[src/rtl/rcs_pkg.sv]
package rcs_pkg;
    localparam int DATA_W      = 16;
    localparam int NBYTE       = DATA_W / 8;
    localparam int NCAUSE      = 6;
    localparam int LANE_POR    = 0;
    localparam int STARTUP_POS = 7;
    // register bit of each cause lane: por, wdt overflow, wdt invalid clear,
    // voltage supervisor, reset pin, break instruction
    localparam int CAUSE_POS [NCAUSE] = '{0, 2, 3, 4, 6, 8};

    typedef enum logic [1:0] {
        PH_RUN   = 2'd0,
        PH_HELD  = 2'd1,
        PH_LATCH = 2'd2
    } phase_e;
endpackage

[src/rtl/rcs_phase_fsm.sv]
module rcs_phase_fsm
    import rcs_pkg::*;
(
    input  logic   clk,
    input  logic   rst_n,
    input  logic   sys_rst_active,
    output phase_e phase_o,
    output logic   latch_o
);
    phase_e state_q, state_d;

    always_ff @(posedge clk or negedge rst_n) begin
        if (!rst_n) state_q <= PH_RUN;
        else        state_q <= state_d;
    end

    always_comb begin
        state_d = state_q;
        unique case (state_q)
            PH_RUN:   if (sys_rst_active)  state_d = PH_HELD;
            PH_HELD:  if (!sys_rst_active) state_d = PH_LATCH;
            PH_LATCH: state_d = sys_rst_active ? PH_HELD : PH_RUN;
            default:  state_d = PH_RUN;
        endcase
    end

    always_comb begin
        phase_o = state_q;
        latch_o = (state_q == PH_LATCH);
    end
endmodule

[src/rtl/rcs_flag_bank.sv]
module rcs_flag_bank
    import rcs_pkg::*;
#(
    parameter int N_FLAG = NCAUSE,
    parameter int POR_LANE = LANE_POR
) (
    input  logic              clk,
    input  logic              rst_n,
    input  logic [N_FLAG-1:0] set_i,
    input  logic [N_FLAG-1:0] clr_i,
    output logic [N_FLAG-1:0] flag_o
);
    logic por_hit;
    assign por_hit = set_i[POR_LANE];

    for (genvar i = 0; i < N_FLAG; i++) begin : g_flag
        logic q;
        always_ff @(posedge clk or negedge rst_n) begin
            if (!rst_n)                   q <= 1'b0;
            else if (set_i[i])            q <= 1'b1;
            else if (clr_i[i] || por_hit) q <= 1'b0;
        end
        assign flag_o[i] = q;
    end
endmodule

[src/rtl/rcs_bus_map.sv]
module rcs_bus_map
    import rcs_pkg::*;
(
    input  logic              wr_en,
    input  logic [NBYTE-1:0]  be,
    input  logic [DATA_W-1:0] wdata,
    input  logic [NCAUSE-1:0] flags,
    input  logic              startup_q,
    output logic [NCAUSE-1:0] clr_o,
    output logic [DATA_W-1:0] rdata
);
    logic [DATA_W-1:0] cause_bits;

    for (genvar i = 0; i < NCAUSE; i++) begin : g_lane
        localparam int POS = CAUSE_POS[i];
        assign clr_o[i] = wr_en && be[POS/8] && wdata[POS];
    end

    always_comb begin
        cause_bits = '0;
        for (int i = 0; i < NCAUSE; i++) cause_bits[CAUSE_POS[i]] = flags[i];
        rdata = cause_bits;
        rdata[STARTUP_POS] = startup_q;
    end
endmodule

[src/rtl/rcs_top.sv]
module rcs_top
    import rcs_pkg::*;
(
    input  logic              clk,
    input  logic              ret_rst_n,
    input  logic              sys_rst_active,
    input  logic              startup_err,
    input  logic [NCAUSE-1:0] cause_pulse,
    input  logic              wr_en,
    input  logic [NBYTE-1:0]  be,
    input  logic [DATA_W-1:0] wdata,
    output logic [DATA_W-1:0] rdata
);
    phase_e            phase;
    logic              latch;
    logic              startup_q;
    logic [NCAUSE-1:0] clr;
    logic [NCAUSE-1:0] flags;

    rcs_phase_fsm u_fsm (
        .clk            (clk),
        .rst_n          (ret_rst_n),
        .sys_rst_active (sys_rst_active),
        .phase_o        (phase),
        .latch_o        (latch)
    );

    always_ff @(posedge clk or negedge ret_rst_n) begin
        if (!ret_rst_n) startup_q <= 1'b0;
        else if (latch) startup_q <= startup_err;
    end

    rcs_flag_bank #(.N_FLAG(NCAUSE), .POR_LANE(LANE_POR)) u_bank (
        .clk    (clk),
        .rst_n  (ret_rst_n),
        .set_i  (cause_pulse),
        .clr_i  (clr),
        .flag_o (flags)
    );

    rcs_bus_map u_map (
        .wr_en     (wr_en),
        .be        (be),
        .wdata     (wdata),
        .flags     (flags),
        .startup_q (startup_q),
        .clr_o     (clr),
        .rdata     (rdata)
    );
endmodule

[config.mk]
export PLATFORM = sky130hd
export DESIGN_NAME = rcs_top
export DESIGN_NICKNAME = d
export VERILOG_FILES = /design/src/rtl/rcs_pkg.sv /design/src/rtl/rcs_phase_fsm.sv /design/src/rtl/rcs_flag_bank.sv /design/src/rtl/rcs_bus_map.sv /design/src/rtl/rcs_top.sv
export SDC_FILE = /design/constraint.sdc
export NUM_CORES = 1
export LEC_CHECK = 0
export BUFFER_PORTS_ARGS = -buffer_cell sky130_fd_sc_hd__clkbuf_2
export CAP_MARGIN = 20
export CORE_UTILIZATION = 35
export CTS_BUF_LIST = sky130_fd_sc_hd__clkbuf_4
export DETAILED_ROUTE_END_ITERATION = 16
export GPL_ROUTABILITY_DRIVEN = 0
export PLACE_DENSITY = 0.79
export REMOVE_ABC_BUFFERS = 1
export SYNTH_ARGS = -nofsm -noshare
export SYNTH_HDL_FRONTEND = slang
export SYNTH_SLANG_ARGS = --single-unit
[constraint.sdc]
create_clock -name clk -period 1.5 [get_ports clk]
set_input_delay 0.15 -clock clk [delete_from_list [all_inputs] [get_ports clk]]
set_output_delay 0.15 -clock clk [all_outputs]
set_load 0.01 [all_outputs]
==> results of run 1 <==
==> state kept, by name (all words and copies together), names as in the netlist <==
name	count
u_bank.g_flag.q	6
u_fsm.phase_o	2
startup_q	1
==> metrics by stage <==
stage | power [W] | worst slack (ns) | util (%) | hold WS [ns]
floorplan | 0.000328 | 0.605 | - | -0.146
global placement | 0.000378 | 0.598 | 44.7 | 0.0181
detailed placement | 0.000382 | 0.581 | 44.7 | 0.0165
CTS | 0.000584 | 0.575 | 48.1 | 0.0562
global route | 0.000614 | 0.544 | 48.1 | 0.0420
finish | 0.000573 | 0.580 | 48.1 | 0.0622
==> per-layer routing <==
metal | global-route usage, % | vias up
li1 | - | 169
met1 | 14.4 | 158
met2 | 22.9 | 17
met3 | 3.47 | 2
met4 | 7.76 | 0
met5 | 0 | -
==> logic make-up (layout without fill, tap and decap cells) <==
logic type | Yosys count | count (layout) | synth area share (%)
DFF | 9 | 9 | 47.1
other | 1 | 9 | 0.785
muxes | 1 | 1 | 3.14
buffers and inverters | 17 | 31 | 25.9
and+or+nand+nor | 8 | 8 | 10.7
AOI/OAI and AO/OA | 7 | 7 | 12.3
==> layout make-up <==
cell class | instances | area, um2
sequential | 9 | 225
tap | 14 | 17.5
fill | 112 | 616
clock buffer | 4 | 30.0
multi-input combinational | 25 | 159
timing repair buffer | 26 | 135
inverter | 1 | 3.75
==> layout by cell type (no fill, tap or decap) <==
cell type      netlist  layout
inv_1                1       1
nand3_1              6       6
clkbuf_2             0      25
dlygate4sd3_1        0       1
conb_1               1       9
a21boi_0             1       1
mux2_4               1       1
a31o_1               5       5
nor3b_1              1       1
nand2b_4             1       1
dfrtp_1              9       9
a21o_1               1       1
clkbuf_4             0       4
==> worst max-delay path, stage by stage, from the launching register on <==
cell	delay, ns
dfrtp_1	0.38
nand2b_4	0.14
mux2_4	0.28
==> repair_timing <==
action	in CTS	in global routing
endpoints found under the hold margin	9	0
hold buffers	1	0
setup buffers	0	0
==> report_power, final <==
group          switching (W)  internal, W
clock              0.0000759     0.000120
sequential         0.0000119     0.000264
combinational      0.0000491    0.0000522
total               0.000137     0.000436
==> how the worst min path moves through the flow <==
stage	endpoint	slack, ns	cells past startpoint
finish	u_fsm.phase_o[1]$_DFFE_PN0P_	0.06	2
global route	u_fsm.phase_o[1]$_DFFE_PN0P_	0.04	2
floorplan	startup_q$_DFFE_PN0N_	-0.15	0
global placement	u_bank.g_flag[2].q$_DFFE_PN0P_	0.02	1
detailed placement	u_bank.g_flag[0].q$_DFFE_PN0P_	0.02	1
CTS	u_fsm.phase_o[1]$_DFFE_PN0P_	0.06	2
==> flow_summary.json, run 1 <==
{
  "status": "completed",
  "crit_arrival_ns": 1.06,
  "antenna_found_initial": 0,
  "first_global_vias": 333,
  "cts_resized": 0,
  "rows": 12,
  "p_per_area_nw_per_um2": 1000,
  "timing.rr.start": "u_fsm.phase_o[0]$_DFFE_PN0P_",
  "r2r-end": "startup_q$_DFFE_PN0N_",
  "synth-seq-area-share_pct": 47.1,
  "synthCells": 43,
  "async_flop_share_pct": 100,
  "grt.overflow.total": 0,
  "clock_latency_ns": 0.25,
  "max-cap-violations": 0,
  "ys.warnings.count": 0,
  "drtIter0Drc": 4,
  "routed_via_density": 4.38,
  "required_ns": 1.64,
  "wl_met2_um": 387,
  "final-setup-viol-count": 0,
  "drt_first_pass_iters": 2,
  "synth.distinct_cells": 11,
  "power_leakage_nw": 0.301,
  "finalInstanceArea_um2": 571,
  "yosys-top-cells-count": "buf_4 (16), dfrtp_1 (9), nand3_1 (6), a31o_1 (5)",
  "hold_violations": 0,
  "clk_pin_slew_ns": 0.06,
  "core-area_um2": 1190,
  "io_buffers": 25,
  "setup_tns_ns": 0,
  "fin_crit_ns": 0.920,
  "area_delta_synth_final_pct": 19.4,
  "cts_num_sinks": 9,
  "clockRootBuffer": "clkbuf_4",
  "dp_cells": 74,
  "numCtsBuffers": 3,
  "startpoint_type": "flip-flop",
  "rrSetupSlack_ns": 0.58,
  "hpwl_um": 649,
  "endpoint": "startup_q$_DFFE_PN0N_",
  "met1Wirelength_um": 343,
  "drive_gt1_share_pct": 47.7,
  "groute.usage.overall_pct": 13.3,
  "ys_top_cells_by_area": "dfrtp_1 (47%), buf_4 (25%), a31o_1 (9.2%)",
  "post_drt_wl_per_cell_um": 9.87,
  "syn_avg_cell_area_um2": 11.1,
  "io-pin-count": 45,
  "top_layer_used": "met4",
  "ir_worst_vdd_mv": 0.507,
  "critPathKind": "reg2reg",
  "netlist.area_leader.share_pct": 47.1,
  "start_util_pct": 40.3,
  "worst-path-max-fanout": 3,
  "rsz0062_at_grt": "no",
  "n_antenna_cell": 0,
  "min_from": "sys_rst_active",
  "routed-wl-met3_um": 42,
  "cp-end-kind": "flip-flop",
  "ys.flop_type": "dfrtp_1",
  "r2r_cells": 2,
  "finalClockSkew_ns": 0.000230,
  "yosys.cell_count.top_type": "buf_4",
  "yosysTopAreaCell": "dfrtp_1",
  "die_h_um": 39.0,
  "grt_start_max_net_pins": 10,
  "max_freq_mhz": 1090,
  "fin_crit_sh_pct": 61.3,
  "crit_start": "u_fsm.phase_o[0]$_DFFE_PN0P_",
  "ant_nets": 0,
  "hold_path_class": "in2reg",
  "nNetsFinal": 95,
  "fin_cells": 79,
  "die_area_um2": 1520,
  "slew_violations": 0,
  "cts.htree.levels": 1,
  "synth-seq-cells": 9,
  "dieWidth_um": 39.0,
  "syn_area_um2": 478,
  "dpl_cell_area_um2": 531,
  "num_vias": 346,
  "clock_tree.buffer_depth": 2,
  "cts_tree": "done",
  "drc_errors": 0,
  "routed_wirelength_um": 780,
  "synth-edff-count": 0,
  "grt_pass1_wl_um": 1340
}
Note: power is estimated with default switching activity, not from simulation.
==> run 2, diff against run 1 <==
clock period = 0.9 ns   (was 1.5 ns; I/O delays follow)
==> flow_summary.json, run 2 (same netlist as run 1, synthesis figures left out) <==
{
  "status": "complete, but fails checks",
  "regMostFlops": "u_bank.g_flag.q",
  "worst-path-max-fanout": 2,
  "final-setup-viol-count": 1,
  "cts_setup_buffers": 0,
  "switchingPower_w": 0.000231,
  "crit_path_cell_trace": "nand2b_4 -> mux2_4",
  "cts_resized": 0,
  "fillerInstances": 121,
  "numCtsBuffers": 3,
  "num_vias": 343,
  "rrSetupSlack_ns": -0.02,
  "pwr-share-seq_pct": 47.6,
  "startpoint_type": "flip-flop",
  "clk_pin_slew_ns": 0.06,
  "cts_tree": "done",
  "groute.usage.overall_pct": 13.7,
  "fin_crit_sh_pct": 102,
  "power_w": 0.000964,
  "cts.htree.levels": 1,
  "drc_errors": 0,
  "hold_path_class": "in2reg",
  "grt.overflow.total": 0,
  "hpwl_um": 645,
  "routed_wirelength_um": 818,
  "routed_via_density": 4.23,
  "final_common_cell": "clkbuf_2",
  "grt_pass1_wl_um": 1300,
  "n_antenna_cell": 0,
  "start_util_pct": 40.3,
  "io_buffers": 25,
  "drive_gt1_share_pct": 47.8,
  "critPathKind": "reg2reg",
  "io-pin-count": 45,
  "die_h_um": 39.0,
  "largest_register_ffs": 6,
  "cp-end-kind": "flip-flop",
  "drtIter0Drc": 0,
  "p_clk_share_pct": 33.9,
  "finalClockSkew_ns": 0.000806,
  "fin_crit_ns": 0.918,
  "grt_util_met2_pct": 23.8,
  "gr-usage-met1_pct": 12.7,
  "grt_start_max_net_pins": 10,
  "pre_cts_ws_ns": -0.0158,
  "post_drt_wl_per_cell_um": 10.1,
  "die_area_um2": 1520,
  "clock_tree.buffer_depth": 2,
  "rows": 12,
  "hold_violations": 0,
  "p_per_area_nw_per_um2": 1640,
  "combPwrFrac_pct": 18.5,
  "swShare_pct": 23.9,
  "core-area_um2": 1190,
  "max_freq_mhz": 1090,
  "setup_ws_ns": -0.0185,
  "final_cell_mix": "clkbuf_2 (25), conb_1 (9), dfrtp_1 (9)",
  "max-cap-violations": 0,
  "drt_first_pass_iters": 1,
  "violations": "negative setup slack",
  "clock_latency_ns": 0.25,
  "crit_arrival_ns": 1.06,
  "antenna_found_initial": 0,
  "slew_violations": 0,
  "first_global_vias": 327,
  "p_int_w": 0.000733,
  "nNetsFinal": 97,
  "grt-busiest-layer": "met2",
  "ir_worst_vdd_mv": 1.02,
  "power_leakage_nw": 0.310,
  "rsz0062_at_grt": "yes",
  "cts_num_sinks": 9,
  "ant_nets": 0,
  "clockRootBuffer": "clkbuf_4",
  "dieWidth_um": 39.0,
  "required_ns": 1.04,
  "use_met3_pct": 8.67,
  "area_delta_synth_final_pct": 23.0,
  "critical-path-max-stage-delay_ns": 0.38,
  "crit_slowest_cell": "dfrtp_1"
}
[run 2: cell types whose count changed in the layout (fill, tap and decap cells not counted)]
| cell | before | now |
|---|---|---|
| buf_4 | 0 | 1 |
| dlygate4sd3_1 | 1 | 2 |
[run 2: critical path: cells and delay by family, from the launching register on]
kind             cells  cell delay, ns
DFF                  1            0.38
and+or+nand+nor      1            0.14
muxes                1            0.28
[run 2: what timing repair did]
action / CTS / global route
hold buffers: 2 / 0
endpoints found under the setup margin: 1 / 1
gates cloned: 0 / 0
hold endpoints to repair: 10 / 0
[run 2: layout make-up]
| class | count | area (um2) | share of cell area (%) |
|---|---|---|---|
| Inverter | 1 | 3.75 | 0.638 |
| Clock buffer | 4 | 30.0 | 5.11 |
| Sequential cell | 9 | 225 | 38.3 |
| Timing Repair Buffer | 28 | 153 | 26.0 |
| Multi-Input combinational cell | 25 | 159 | 27.0 |
| Tap cell | 14 | 17.5 | 2.98 |
[run 2: per-layer routing]
layer | vias up | wire, um
met2 | 19 | 426
met4 | 0 | 0
li1 | 171 | -
met5 | - | 0
met1 | 153 | 338
met3 | 0 | 53
[run 2: path summary, 6_finish.rpt]
check / start / endpoint / cells after the start
worst max-delay path: u_fsm.phase_o[0]$_DFFE_PN0P_ / startup_q$_DFFE_PN0N_ / 2
worst min-delay path: cause_pulse[1] / u_bank.g_flag[1].q$_DFFE_PN0P_ / 2
worst max register to register: u_fsm.phase_o[0]$_DFFE_PN0P_ / startup_q$_DFFE_PN0N_ / 2
worst min register to register: u_bank.g_flag[0].q$_DFFE_PN0P_ / u_bank.g_flag[0].q$_DFFE_PN0P_ / 1
max in group asynchronous: ret_rst_n / u_bank.g_flag[1].q$_DFFE_PN0P_ / 2
min in group asynchronous: ret_rst_n / u_bank.g_flag[0].q$_DFFE_PN0P_ / 2
[run 2: through the flow]
stage | hold slack [ns] | cells | setup TNS (ns) | area, um2 | util [%]
after floorplan | -0.206 | 35 | 0 | 388 | -
after global placement | -0.0427 | 75 | 0 | 538 | 45.4
after detailed placement | -0.0414 | 75 | -0.0158 | 538 | 45.4
after CTS | 0.0103 | 81 | -0.0246 | 588 | 49.6
after global routing | 0.0214 | 81 | -0.0304 | 588 | 49.6
final | 0.0247 | 81 | -0.0185 | 588 | 49.6
[run 2: power groups by stage]
stage,sequential [W],combinational [W],clock (W)
2_1_floorplan,0.000481,0.0000648,0
3_3_place_gp,0.000466,0.000169,0
3_5_place_dp,0.000467,0.000173,0
4_1_cts,0.000459,0.000180,0.000356
5_1_grt,0.000463,0.000196,0.000374
6_report,0.000459,0.000178,0.000327
==> run 3, diff against run 2 <==
GPL_TIMING_DRIVEN = 0   (was default)
clock period = 1 ns   (was 0.9 ns; I/O delays follow)
==> flow_summary.json, run 3 (same netlist as run 1, synthesis figures left out) <==
{
  "status": "completed",
  "ir_worst_vdd_mv": 0.761,
  "final_cell_mix": "clkbuf_2 (25), conb_1 (9), dfrtp_1 (9)",
  "p_per_area_nw_per_um2": 1490,
  "hold_path_class": "in2reg",
  "clockRootBuffer": "clkbuf_4",
  "drive_gt1_share_pct": 47.0,
  "ant_nets": 0,
  "grt-busiest-layer": "met2",
  "clk_pin_slew_ns": 0.06,
  "required_ns": 1.14,
  "pwr-share-seq_pct": 48.0,
  "post_drt_wl_per_cell_um": 9.79,
  "cts_resized": 0,
  "swShare_pct": 23.9,
  "grt.overflow.total": 0,
  "largest_register_ffs": 6,
  "dieWidth_um": 39.0,
  "use_met3_pct": 3.47,
  "die_area_um2": 1520,
  "grt_pass1_wl_um": 1340,
  "num_vias": 348,
  "finalClockSkew_ns": 0.000230,
  "grt_util_met2_pct": 22.9,
  "grt_start_max_net_pins": 10,
  "final-setup-viol-count": 0,
  "dpl_cell_area_um2": 531,
  "first_global_vias": 333,
  "cts_num_sinks": 9,
  "setup_tns_ns": 0,
  "area_delta_synth_final_pct": 21.5,
  "hpwl_um": 649,
  "drtIter0Drc": 4,
  "finalInstanceArea_um2": 581,
  "cts.htree.levels": 1,
  "fin_crit_sh_pct": 92.0,
  "crit_arrival_ns": 1.06,
  "cp-end-kind": "flip-flop",
  "critPathKind": "reg2reg",
  "gr-usage-met1_pct": 14.4,
  "p_int_w": 0.000657,
  "clock_latency_ns": 0.25,
  "rsz0062_at_grt": "no",
  "slew_violations": 0,
  "nNetsFinal": 96,
  "io-pin-count": 45,
  "regMostFlops": "u_bank.g_flag.q",
  "p_clk_share_pct": 34.1,
  "core-area_um2": 1190,
  "die_h_um": 39.0,
  "fin_crit_ns": 0.920,
  "start_util_pct": 40.3,
  "drc_errors": 0,
  "groute.usage.overall_pct": 13.3,
  "cts_tree": "done",
  "drt_first_pass_iters": 2,
  "final_common_cell": "clkbuf_2",
  "antenna_found_initial": 0,
  "numCtsBuffers": 3,
  "routed_wirelength_um": 783,
  "startpoint_type": "flip-flop",
  "clock_tree.buffer_depth": 2,
  "fillerInstances": 112,
  "rows": 12,
  "hold_violations": 0,
  "combPwrFrac_pct": 18.0,
  "max-cap-violations": 0,
  "worst-path-max-fanout": 3,
  "power_leakage_nw": 0.305,
  "switchingPower_w": 0.000206,
  "max_freq_mhz": 1090,
  "io_buffers": 25,
  "n_antenna_cell": 0,
  "routed_via_density": 4.35
}
## run 3: cell count changes in the layout (fill, tap and decap cells not counted)
cell	before	now
buf_4	1	0
## run 3: timing repair
item | CTS | global route
hold endpoints to repair | 9 | 1
hold buffers | 1 | 1
setup buffers | 0 | 0
## run 3: critical path: stages, from the launching register on
cell,delay [ns]
dfrtp_1,0.38
nand2b_4,0.14
mux2_4,0.28
## run 3: power groups by stage
stage          combinational, W  sequential, W  clock, W
2_1_floorplan         0.0000583       0.000433         0
3_3_place_gp           0.000148       0.000419         0
3_5_place_dp           0.000151       0.000422         0
4_1_cts                0.000154       0.000415  0.000307
5_1_grt                0.000172       0.000418  0.000333
6_report               0.000155       0.000414  0.000294
## run 3: worst paths after layout
kind	start	end	slack, ns	cells after the start
worst max-delay path	u_fsm.phase_o[0]$_DFFE_PN0P_	startup_q$_DFFE_PN0N_	0.08	2
worst min-delay path	cause_pulse[5]	u_bank.g_flag[5].q$_DFFE_PN0P_	0.03	2
worst max register to register	u_fsm.phase_o[0]$_DFFE_PN0P_	startup_q$_DFFE_PN0N_	0.08	2
worst min register to register	u_fsm.phase_o[0]$_DFFE_PN0P_	u_fsm.phase_o[0]$_DFFE_PN0P_	0.48	1
max in group asynchronous	ret_rst_n	u_bank.g_flag[3].q$_DFFE_PN0P_	0.57	2
min in group asynchronous	ret_rst_n	u_bank.g_flag[4].q$_DFFE_PN0P_	0.25	2
## run 3: final cells by class
type | instances | area [um2] | share of cell area, %
timing repair buffer | 27 | 145 | 25.0
clock buffer | 4 | 30.0 | 5.17
inverter | 1 | 3.75 | 0.647
multi-input combinational | 25 | 159 | 27.4
tap | 14 | 17.5 | 3.02
sequential | 9 | 225 | 38.8
## run 3: metrics by stage
step | utilization, % | hold WS [ns] | worst slack (ns) | power [W] | cells
floorplan | - | -0.196 | 0.105 | 0.000491 | 35
global placement | 44.7 | -0.0319 | 0.0984 | 0.000568 | 74
detailed placement | 44.7 | -0.0335 | 0.0815 | 0.000572 | 74
CTS | 48.1 | 0.00617 | 0.0750 | 0.000876 | 79
global route | 48.9 | 0.0306 | 0.0510 | 0.000924 | 80
finish | 48.9 | 0.0349 | 0.0802 | 0.000863 | 80
## run 3: routing by layer
metal	up-vias	part of all wire, %
met1	158	44
li1	171	-
met5	-	0
met4	0	0.89
met3	2	5.4
met2	17	49
